==> config.mk <==
export PLATFORM = sky130hd
export DESIGN_NAME = serial_rx_channel
export DESIGN_NICKNAME = d
export VERILOG_FILES = /design/src/rtl/serial_rx_channel.sv
export SDC_FILE = /design/constraint.sdc
export NUM_CORES = 1
export LEC_CHECK = 0
export BUFFER_PORTS_ARGS = -buffer_cell sky130_fd_sc_hd__buf_4
export CORE_MARGIN = 5
export CORE_UTILIZATION = 50
export DETAILED_ROUTE_END_ITERATION = 7
export PLACE_DENSITY = 0.74
export SLEW_MARGIN = 15
export SYNTH_ARGS = -nofsm -noshare
export SYNTH_HDL_FRONTEND = slang
export SYNTH_SLANG_ARGS = --single-unit
==> constraint.sdc <==
create_clock -name clk -period 5.4 [get_ports clk]
set_input_delay 1.62 -clock clk [delete_from_list [all_inputs] [get_ports clk]]
set_output_delay 1.62 -clock clk [all_outputs]
set_load 0.02 [all_outputs]
==> src/rtl/serial_rx_channel.sv <==
module serial_rx_channel #(
  parameter int DATA_W = 8,
  parameter int FAC_MID = 16,
  parameter int FAC_HI = 64
) (
  input  logic              clk,
  input  logic              rst_n,
  input  logic              rx_en,
  input  logic              rxc_tick,
  input  logic              rxd,
  input  logic              mode_sync,
  input  logic [1:0]        factor_sel,
  input  logic              parity_en,
  input  logic              parity_odd,
  input  logic              syndet_in,
  input  logic              rd_data,
  input  logic              err_clr,
  output logic [DATA_W-1:0] rx_data,
  output logic              rx_rdy,
  output logic              brk_det,
  output logic              ovr_err,
  output logic              frm_err,
  output logic              par_err
);
  localparam int CW = $clog2(FAC_HI + 1) + 1;
  localparam int BW = $clog2(DATA_W) + 1;

  typedef enum logic [2:0] {S_IDLE, S_START, S_DATA, S_PAR, S_STOP} st_t;
  st_t st;

  logic [CW-1:0]     cnt;
  logic [BW-1:0]     bitn;
  logic [DATA_W-1:0] sh;
  logic              pbit, any_one, zprev;

  logic [CW-1:0] fac, half;
  logic [DATA_W-1:0] nsh, char_w;
  logic samp, last_dat, fin, par_w, perr_w, zchar;

  assign fac = mode_sync ? CW'(1) :
               (factor_sel == 2'd0) ? CW'(1) :
               (factor_sel == 2'd1) ? CW'(FAC_MID) : CW'(FAC_HI);
  assign half     = fac >> 1;
  assign samp     = rxc_tick && (cnt == fac);
  assign nsh      = {rxd, sh[DATA_W-1:1]};
  assign last_dat = (bitn == BW'(DATA_W - 1));
  assign fin      = rx_en && samp &&
                    ((st == S_STOP) ||
                     (mode_sync && ((st == S_DATA && last_dat && !parity_en) || st == S_PAR)));
  assign char_w   = (st == S_DATA) ? nsh : sh;
  assign par_w    = (st == S_PAR) ? rxd : pbit;
  assign perr_w   = parity_en && ((^char_w ^ par_w) != parity_odd);
  assign zchar    = !any_one && !rxd;

  always_ff @(posedge clk or negedge rst_n) begin
    if (!rst_n) begin
      st <= S_IDLE;
      cnt <= '0;
      bitn <= '0;
      sh <= '0;
      pbit <= 1'b0;
      any_one <= 1'b0;
      zprev <= 1'b0;
      rx_data <= '0;
      rx_rdy <= 1'b0;
      brk_det <= 1'b0;
      ovr_err <= 1'b0;
      frm_err <= 1'b0;
      par_err <= 1'b0;
    end else begin
      if (rd_data) rx_rdy <= 1'b0;
      if (err_clr) begin
        ovr_err <= 1'b0;
        frm_err <= 1'b0;
        par_err <= 1'b0;
      end
      if (rxc_tick && rxd) begin
        brk_det <= 1'b0;
        zprev <= 1'b0;
      end
      if (!rx_en) begin
        st <= S_IDLE;
      end else if (rxc_tick) begin
        unique case (st)
          S_IDLE: begin
            any_one <= 1'b0;
            bitn <= '0;
            cnt <= CW'(1);
            if (mode_sync) begin
              if (syndet_in) st <= S_DATA;
            end else if (!rxd) begin
              st <= (half == '0) ? S_DATA : S_START;
            end
          end
          S_START: begin
            if (cnt == half) begin
              st <= rxd ? S_IDLE : S_DATA;
              cnt <= CW'(1);
            end else cnt <= cnt + 1'b1;
          end
          S_DATA: begin
            if (samp) begin
              sh <= nsh;
              any_one <= any_one | rxd;
              cnt <= CW'(1);
              bitn <= bitn + 1'b1;
              if (last_dat) begin
                bitn <= '0;
                st <= parity_en ? S_PAR : (mode_sync ? S_DATA : S_STOP);
              end
            end else cnt <= cnt + 1'b1;
          end
          S_PAR: begin
            if (samp) begin
              pbit <= rxd;
              any_one <= any_one | rxd;
              cnt <= CW'(1);
              st <= mode_sync ? S_DATA : S_STOP;
            end else cnt <= cnt + 1'b1;
          end
          S_STOP: begin
            if (samp) st <= S_IDLE;
            else cnt <= cnt + 1'b1;
          end
          default: st <= S_IDLE;
        endcase
      end
      if (fin) begin
        rx_data <= char_w;
        rx_rdy <= 1'b1;
        if (rx_rdy && !rd_data) ovr_err <= 1'b1;
        if (perr_w) par_err <= 1'b1;
        if (st == S_STOP) begin
          if (!rxd) frm_err <= 1'b1;
          if (zchar) begin
            if (zprev) brk_det <= 1'b1;
            zprev <= 1'b1;
          end else zprev <= 1'b0;
        end
      end
    end
  end
endmodule


==> results of run 1 <==
-- logic make-up after synthesis --
group                    count (synthesis)
buffers and inverters                   20
flip-flops                              39
multiplexers                            21
AO/OA/AOI/OAI                           58
XOR/XNOR                                16
AND/OR/NAND/NOR                         75
adder cells (fa/ha/maj)                  3
-- cells in the mapped netlist (2+ instances only) --
| cell type | count |
|---|---|
| o21ai_0 | 15 |
| a31oi_1 | 2 |
| mux2i_1 | 13 |
| xnor2_1 | 11 |
| and3_1 | 8 |
| dfrtp_1 | 39 |
| nor2_1 | 11 |
| nand2_1 | 18 |
| o22ai_1 | 4 |
| nand2b_1 | 4 |
| inv_1 | 10 |
| buf_6 | 3 |
| a2111oi_4 | 2 |
| xor2_1 | 4 |
| nor3_1 | 3 |
| a22o_1 | 6 |
| ha_1 | 3 |
| nor2b_1 | 8 |
| nor3b_4 | 2 |
| mux2_2 | 8 |
| nand3_1 | 6 |
| clkbuf_1 | 2 |
| a21oi_1 | 4 |
| o21ai_1 | 7 |
| nand4_1 | 2 |
| buf_4 | 3 |
| and2_1 | 3 |
-- critical path, cell delays in order --
cell       delay, ns
buf_4           0.15
nor2b_1         0.44
o221ai_1        0.30
a211oi_2        0.41
nand3_1         0.21
nor3b_1         0.23
a2bb2oi_1       0.16
-- power by group through the flow --
stage / Combinational (mW) / Sequential, mW / Clock (mW)
3_3_place_gp: 0.150 / 0.328 / 0
6_report: 0.153 / 0.322 / 0.293
3_5_place_dp: 0.153 / 0.327 / 0
4_1_cts: 0.153 / 0.322 / 0.298
5_1_grt: 0.168 / 0.323 / 0.308
2_1_floorplan: 0.129 / 0.320 / 0
-- layout make-up --
type,count,area (µm²),share of cell area (%)
multi-input combinational,173,1360,48.9
tap,67,83.8,3.01
timing repair buffer,25,188,6.74
clock buffer,5,68.8,2.47
clock inverter,3,67.6,2.43
sequential,39,976,35.1
inverter,10,37.5,1.35
-- state kept, by name, summed over array words and instances (netlist names) --
| register | flops |
|---|---|
| rx_rdy | 1 |
| st | 3 |
| bitn | 4 |
| cnt | 8 |
| rx_data | 8 |
| pbit | 1 |
| frm_err | 1 |
| any_one | 1 |
| par_err | 1 |
| sh | 8 |
| ovr_err | 1 |
| zprev | 1 |
| brk_det | 1 |
-- stage by stage --
step | cells | hold WS [ns] | setup slack (ns)
3_5_place_dp | 314 | 0.471 | 1.79
3_3_place_gp | 314 | 0.466 | 1.84
2_1_floorplan | 232 | 0.449 | 2.22
4_1_cts | 322 | 0.484 | 2.09
6_report | 322 | 0.484 | 2.10
5_1_grt | 322 | 0.523 | 1.87
-- final timing paths --
path | startpoint | to | slack [ns] | depth (start not counted)
max | mode_sync | brk_det | 2.10 | 7
min | bitn[3] | bitn[3] | 0.48 | 1
max reg2reg | st[0] | bitn[3] | 3.08 | 6
min reg2reg | bitn[3] | bitn[3] | 0.48 | 1
max in group asynchronous | rst_n | rx_data[1] | 3.77 | 1
min in group asynchronous | rst_n | st[0] | 1.29 | 1
-- routing by layer --
metal	GRT usage, %	share of wire, %
met5	0	0
met1	20.6	47
met4	5.74	1.6
met2	26.9	47
met3	4.04	4.7
==> flow_summary_export.csv, run 1 <==
group,metric,value,unit
worst_setup_path,critPathMaxFanout,9,
worst_setup_path,required,5.63,ns
timing,setup_viol,0,
placement,finalWeightedCongestion,0.803,
logic_synthesis,synth-simple-area-share,18.4,%
global_routing,overflow,0,
logic_synthesis,synth-edff-count,0,
logic_synthesis,yosys-top-cells-area,"dfrtp_1 (40%), mux2i_1 (5.3%), xnor2_1 (3.9%)",
logic_synthesis,yosysUniqueCellTypes,58,
clock_tree,clk_pin_slew,0.08,ns
die,die_y,80.1,µm
logic_synthesis,syn_inst,232,
logic_synthesis,synth_top_family_by_area,"compound AO/OA/AOI/OAI gates",
placement,dp_hpwl,3.49,mm
pwr,vdd_ir_drop_max,0.000138,V
logic_synthesis,synth_top_area_share,39.7,%
finish,nets,270,
global_routing,grt_pass1_vias,1753,
timing,slew_headroom,49.3,%
global_routing,grt_pass1_wl,8.14,mm
logic_synthesis,yosysTopAreaCell,"dfrtp_1",
logic_synthesis,syn_nets,248,
die,die_w,80.1,µm
timing,min_period_over_period,61.1,%
clock_tree,cts-root-buf,"clkbuf_8",
finish,stdcell_area,2780,µm²
die,ios,26,
finish,layout-drive-gt1-share,24.3,%
worst_setup_path,arrival,3.52,ns
pwr,p_seq_share,42.0,%
pwr,p_total,0.767,mW
logic_synthesis,synthArstFlopShare,100,%
global_routing,grt_util_all_layers,16.3,%
logic_synthesis,synth_fa_ha_area_share,1.53,%
pwr,power.switching,0.214,mW
logic_synthesis,ys_seq_area_share,39.7,%
timing,skew,0.00376,ns
hold_path,hold_path.class,"flop to flop",
pwr,combPwrFrac,19.9,%
timing,setup_tns,0,ns
finish,syn2layout_area_growth,13.2,%
logic_synthesis,synth_compound_area_share,20.6,%
detailed_routing,drt_iter0_markers,110,
pwr,p_per_area,276,nW/µm²
detailed_routing,drc_errors,0,
placement,place_area,2650,µm²
finish,layout_commonest_cell,"dfrtp_1",
logic_synthesis,yosys_warnings,0,
logic_synthesis,synth_xor_xnor_area_share,6.01,%
worst_setup_path,startpoint_type,"input port",
detailed_routing,vias_per_cell,5.56,
pwr,p_sw_share,28.0,%
logic_synthesis,synth-seq-cells,39,
run,maxCapViolCount,0,
detailed_routing,vias,1789,
die,start_util,51.7,%
die,fp.coreArea,4750,µm²
detailed_routing,postRouteWirelength,4.80,mm
clock_tree,hold_buffers,0,
clock_tree,cts_tree,"built",
worst_setup_path,endpoint_kind,"flop",
pwr,intPower,0.553,mW
pwr,power_leakage,1.26,nW
clock_tree,clk_latency,0.30,ns
timing,timing.fmax,303,MHz
outcome,status,"completed",
finish,utilization,58.6,%
timing,rsz0062_at_grt,"no",
timing,hold_violations,0,
logic_synthesis,ys.flop_type,"dfrtp_1",
finish,antenna_cells,0,
clock_tree,htreeDepth,2,
logic_synthesis,syn_area,2460,µm²
pwr,pwr-share-clk,38.1,%
worst_setup_path,path_class,"input port to flop",
logic_synthesis,synthMuxAreaShare,8.96,%
global_routing,grt_max_degree,40,
clock_tree,cts.sinks,39,
detailed_routing,post_drt_wl_per_cell,14.9,µm
detailed_routing,final_antenna_net_count,0,
clock_tree,postCtsSetupRepairBufs,0,
finish,layout_common_cells,"dfrtp_1 (39), buf_4 (25), nand2_1 (18), o21ai_0 (15), mux2i_1 (13)",
global_routing,antenna_found_initial,0,
logic_synthesis,syn_area_per_cell,10.6,µm²
placement,port_buffers,25,
die,die-area,6420,µm²
finish,nFillCells,410,
timing,tightest_slew,0.760,ns
timing,finalCriticalPeriod,3.30,ns
die,row_count,25,
timing,slew_violations,0,
clock_tree,clock_path_buffers,2,
clock_tree,cts_buffers,5,
detailed_routing,first_pass_iters,4,
clock_tree,cts_resized,0,
Power figures use the tool's default switching activity.
==> run 2, diff against run 1 <==
Settings changed: ABC_AREA set to 1, PLACE_DENSITY 0.74 to 0.73.
Clock period 5.4 ns to 3.3 ns, I/O delays scaled along.
==> flow_summary_export.csv, run 2 <==
group,metric,value,unit
global_routing,antenna_found_initial,0,
detailed_routing,drt_iter0_markers,120,
placement,post-place-cells,423,
finish,layout_common_cells,"nand2_1 (106), dfrtp_1 (39), inv_1 (38), buf_4 (25), nand3_1 (24)",
worst_setup_path,path_buf_inv,4,
logic_synthesis,synth-edff-count,0,
pwr,vdd_ir_drop_max,0.000249,V
finish,instances_no_fill,431,
timing,slew_headroom,67.5,%
worst_setup_path,path_cells,"buf_4, inv_2, nand3_2, xor2_1, nor2_1, nand2_2, inv_4, nand3_4, nand2_4, inv_1, nand2_1, o21ai_1",
worst_setup_path,rr_startpoint,"st[1]",
worst_setup_path,startpoint_type,"input port",
logic_synthesis,synth-seq-cells,39,
logic_synthesis,yosys_warnings,0,
die,die_w,81.5,µm
clock_tree,htreeDepth,2,
logic_synthesis,synth_most_common_cell,"nand2_1",
detailed_routing,drc_errors,0,
logic_synthesis,synthArstFlopShare,100,%
clock_tree,cts_buffers,5,
clock_tree,cts-root-buf,"clkbuf_8",
finish,layout-drive-gt1-share,21.1,%
logic_synthesis,syn_inst,336,
timing,hold_violations,0,
timing,setup_viol,0,
clock_tree,cts.sinks,39,
finish,seq_area,976,µm²
global_routing,overflow,0,
run,maxCapViolCount,0,
outcome,status,"completed",
placement,finalWeightedCongestion,0.894,
timing,skew,0.0106,ns
global_routing,grt_max_degree,40,
detailed_routing,vias,2165,
worst_setup_path,critPathMaxFanout,17,
worst_setup_path,crit_path_max_incr_delay,0.21,ns
logic_synthesis,syn_area,2560,µm²
timing,timing.fmax,452,MHz
hold_path,min_from,"ovr_err",
finish,multiInputGateArea,1320,µm²
placement,dp_hpwl,3.88,mm
logic_synthesis,yosysUniqueCellTypes,35,
pwr,power.switching,0.746,mW
pwr,p_sw_share,41.8,%
die,die_y,81.5,µm
logic_synthesis,yosysTopAreaCell,"dfrtp_1",
logic_synthesis,synth_top_area_share,38.2,%
detailed_routing,first_pass_iters,4,
clock_tree,cts_tree,"built",
clock_tree,cts_resized,0,
worst_setup_path,path_class,"input port to flop",
logic_synthesis,ys_seq_area_share,38.2,%
placement,port_buffers,25,
timing,finalCriticalPeriod,2.21,ns
pwr,p_seq_share,35.1,%
die,row_count,26,
detailed_routing,postRouteWirelength,5.07,mm
finish,top_regs,"cnt (8), rx_data (8), sh (8)",
finish,layout_commonest_cell,"nand2_1",
timing,setup_tns,0,ns
finish,antenna_cells,0,
clock_tree,clk_latency,0.29,ns
timing,rsz0062_at_grt,"no",
global_routing,grt_pass1_vias,2010,
logic_synthesis,ys.flop_type,"dfrtp_1",
global_routing,grt_pass1_wl,8.91,mm
pwr,pwr-share-clk,23.3,%
logic_synthesis,syn_area_per_cell,7.61,µm²
finish,stdcell_area,2870,µm²
timing,min_period_over_period,67.1,%
clock_tree,clk_pin_slew,0.08,ns
hold_path,hold_path.class,"flop to flop",
clock_tree,hold_buffers,0,
detailed_routing,post_drt_wl_per_cell,11.8,µm
timing,slew_violations,0,
hold_path,hold_path_depth,2,
worst_setup_path,reg2reg_depth,8,
detailed_routing,vias_per_cell,5.02,
die,die-area,6640,µm²
detailed_routing,final_antenna_net_count,0,
die,start_util,50.7,%
global_routing,grt_util_all_layers,17.1,%
die,ios,26,
pwr,combPwrFrac,41.6,%
die,fp.coreArea,5040,µm²
finish,syn2layout_area_growth,12.1,%
placement,place_area,2750,µm²
clock_tree,clock_path_buffers,2,
finish,nets,376,
worst_setup_path,required,3.47,ns
worst_setup_path,critical_path.top_delay_family,"simple AND/OR/NAND/NOR gates",
worst_setup_path,cp.depth,12,
clock_tree,postCtsSetupRepairBufs,0,
pwr,p_per_area,622,nW/µm²
worst_setup_path,critPathSlowestCell,"nand3_4",
worst_setup_path,worstSetupStartpoint,"mode_sync",
pwr,intPower,1.04,mW
logic_synthesis,synth_commonest_cells,"nand2_1 (106), dfrtp_1 (39), inv_1 (38)",
logic_synthesis,syn_nets,352,
pwr,power_leakage,1.43,nW
worst_setup_path,arrival,2.38,ns
finish,nFillCells,474,
logic_synthesis,yosys-top-cells-area,"dfrtp_1 (38%), nand2_1 (16%), o21ai_2 (6.9%)",
worst_setup_path,endpoint_kind,"flop",
timing,tightest_slew,0.487,ns
run 2: per-layer routing:
layer / vias up / wire [µm] / GRT usage, %
met3: 4 / 213 / 3.40
met5: - / 0 / 0
li1: 1131 / - / -
met1: 990 / 2470 / 23.6
met2: 40 / 2360 / 27.2
met4: 0 / 31 / 4.90
run 2: cells by family (layout without fill, tap and decap cells):
kind of cell | count (synthesis) | count (layout) | synth area share (%)
xor+xnor | 10 | 10 | 3.43
compound gates | 50 | 50 | 13.5
buf+inv | 53 | 78 | 10.1
fa+ha+maj | 3 | 3 | 1.47
flops | 39 | 39 | 38.2
simple gates | 181 | 181 | 33.3
run 2: final timing paths:
| kind | endpoint | slack, ns |
|---|---|---|
| worst min-delay path | ovr_err | 0.48 |
| worst max register to register | par_err | 1.15 |
| min in group asynchronous | cnt[3] | 0.65 |
| worst max-delay path | bitn[0] | 1.09 |
| max in group asynchronous | sh[7] | 2.29 |
| worst min register to register | ovr_err | 0.48 |
run 2: area by class of cell:
class | instances | area share (%)
multi-input cells | 244 | 46.1
repair buffers | 25 | 6.55
clock buffers | 6 | 2.88
inverters | 45 | 6.15
well taps | 70 | 3.06
flip-flops and latches | 39 | 34.0
clock inverters | 2 | 1.22
run 2: power by group through the flow:
stage               logic [mW]  registers (mW)  clock network (mW)
floorplan                0.637           0.618                   0
finish                   0.742           0.626               0.416
global placement         0.731           0.633                   0
global route             0.848           0.639               0.445
CTS                      0.746           0.625               0.426
detailed placement       0.742           0.634                   0
run 2: stage by stage:
stage | setup WS (ns) | power (mW) | hold slack (ns) | util (%)
floorplan | 1.19 | 1.25 | 0.453 | -
global placement | 0.851 | 1.36 | 0.466 | 54.5
detailed placement | 0.814 | 1.38 | 0.473 | 54.5
CTS | 1.09 | 1.80 | 0.492 | 56.8
global route | 0.910 | 1.93 | 0.510 | 56.8
finish | 1.09 | 1.78 | 0.482 | 56.8
run 2: worst min-delay path, cell delays in order, from the launching register on:
cell and delay, ns:
dfrtp_1 0.34, nand2_1 0.06, o31ai_1 0.05
==> run 3, diff against run 2 <==
Clock period 3.3 ns to 2.19 ns, I/O delays scaled along.
==> flow_summary_export.csv, run 3 (synthesis results as in run 2) <==
group,metric,value,unit
outcome,status,"completed",
finish,top_regs,"cnt (8), rx_data (8), sh (8)",
placement,dp_hpwl,3.95,mm
die,die-area,6640,µm²
finish,instances_no_fill,436,
worst_setup_path,critPathMaxFanout,19,
clock_tree,cts_buffers,5,
timing,hold_violations,0,
clock_tree,cts_tree,"built",
placement,post-place-cells,428,
finish,antenna_cells,0,
timing,finalCriticalPeriod,1.87,ns
detailed_routing,postRouteWirelength,5.15,mm
pwr,vdd_ir_drop_max,0.000438,V
finish,syn2layout_area_growth,13.6,%
global_routing,antenna_found_initial,0,
die,start_util,50.7,%
timing,timing.fmax,533,MHz
global_routing,grt_pass1_wl,9.16,mm
detailed_routing,drc_errors,0,
hold_path,hold_path.class,"input port to asynchronous set/reset pin",
die,row_count,26,
die,die_y,81.5,µm
finish,multiInputGateArea,1320,µm²
timing,slew_headroom,68.4,%
worst_setup_path,path_class,"flop to flop",
worst_setup_path,startpoint_type,"flop",
finish,nFillCells,451,
clock_tree,cts_resized,0,
global_routing,overflow,0,
worst_setup_path,endpoint_kind,"flop",
finish,nets,381,
timing,rsz0062_at_grt,"no",
detailed_routing,first_pass_iters,4,
timing,slew_violations,0,
timing,setup_viol,0,
die,die_w,81.5,µm
placement,port_buffers,25,
clock_tree,postCtsSetupRepairBufs,0,
worst_setup_path,arrival,2.11,ns
run,maxCapViolCount,0,
worst_setup_path,worstSetupStartpoint,"bitn[0]",
pwr,p_total,2.73,mW
finish,layout_commonest_cell,"nand2_1",
clock_tree,clock_path_buffers,2,
clock_tree,cts.sinks,39,
worst_setup_path,required,2.43,ns
worst_setup_path,reg2reg_depth,9,
worst_setup_path,rr_startpoint,"bitn[0]",
pwr,power_leakage,1.45,nW
finish,layout-drive-gt1-share,22.1,%
global_routing,grt_max_degree,40,
finish,layout_common_cells,"nand2_1 (106), dfrtp_1 (39), inv_1 (38), buf_4 (30), nand3_1 (24)",
worst_setup_path,r2r-end,"par_err",
detailed_routing,final_antenna_net_count,0,
clock_tree,clk_pin_slew,0.08,ns
clock_tree,htreeDepth,2,
timing,tightest_slew,0.474,ns
die,ios,26,
global_routing,grt_pass1_vias,2024,
worst_setup_path,r2r_slack,0.32,ns
clock_tree,clk_latency,0.29,ns
timing,min_period_over_period,85.6,%
timing,setup_tns,0,ns
detailed_routing,drt_iter0_markers,128,
detailed_routing,post_drt_wl_per_cell,11.8,µm
detailed_routing,vias_per_cell,4.98,
timing,skew,0.00395,ns
clock_tree,hold_buffers,0,
clock_tree,cts-root-buf,"clkbuf_8",
global_routing,grt_util_all_layers,17.6,%
die,fp.coreArea,5040,µm²
detailed_routing,vias,2171,
placement,finalWeightedCongestion,0.924,
pwr,p_per_area,942,nW/µm²
finish,seq_area,976,µm²
run 3: cell types whose count changed in the layout (fill, tap and decap cells not counted), sizes merged:
cell  delta
buf      +5
run 3: critical path, stage by stage (launching register included):
cell and delay [ns]:
dfrtp_1 0.41, ha_1 0.21, nand2_1 0.06, nor2_1 0.14, nor2_1 0.06, o21ai_0 0.32, nand3_4 0.27, nor2_1 0.16
nand3_1 0.11, nand2_1 0.07
run 3: worst max-delay path by stage:
| stage | to |
|---|---|
| floorplan | sh[7] |
| global placement | bitn[0] |
| detailed placement | bitn[0] |
| CTS | par_err |
| global route | par_err |
| finish | par_err |
run 3: power by group:
part / leakage, nW / internal, mW / switching, mW
clock: 0.0612 / 0.369 / 0.258
combinational: 0.855 / 0.405 / 0.756
sequential: 0.533 / 0.822 / 0.125
run 3: metrics by stage:
| stage | cell area (µm²) | hold slack (ns) | util (%) | setup WS, ns |
|---|---|---|---|---|
| after global placement | 2790 | 0.465 | 55.3 | 0.0957 |
| after CTS | 2900 | 0.341 | 57.6 | 0.319 |
| after floorplan | 2560 | 0.361 | - | 0.409 |
| final | 2900 | 0.312 | 57.6 | 0.316 |
| after detailed placement | 2790 | 0.470 | 55.3 | 0.0383 |
| after global routing | 2900 | 0.355 | 57.6 | 0.00540 |
run 3: layer usage:
metal	track usage, %	share of wire [%]	wire length, µm
met4	4.73	1.0	52
met1	25.4	49	2530
met3	4.39	5.1	265
met2	26.1	45	2300
met5	0	0	0
run 3: layout make-up:
cell class / instances / area share [%]
Clock buffer: 6 / 2.84
Clock inverter: 2 / 1.21
Inverter: 45 / 6.07
Multi-Input combinational cell: 244 / 45.5
Sequential cell: 39 / 33.6
Tap cell: 70 / 3.02
Timing Repair Buffer: 30 / 7.76
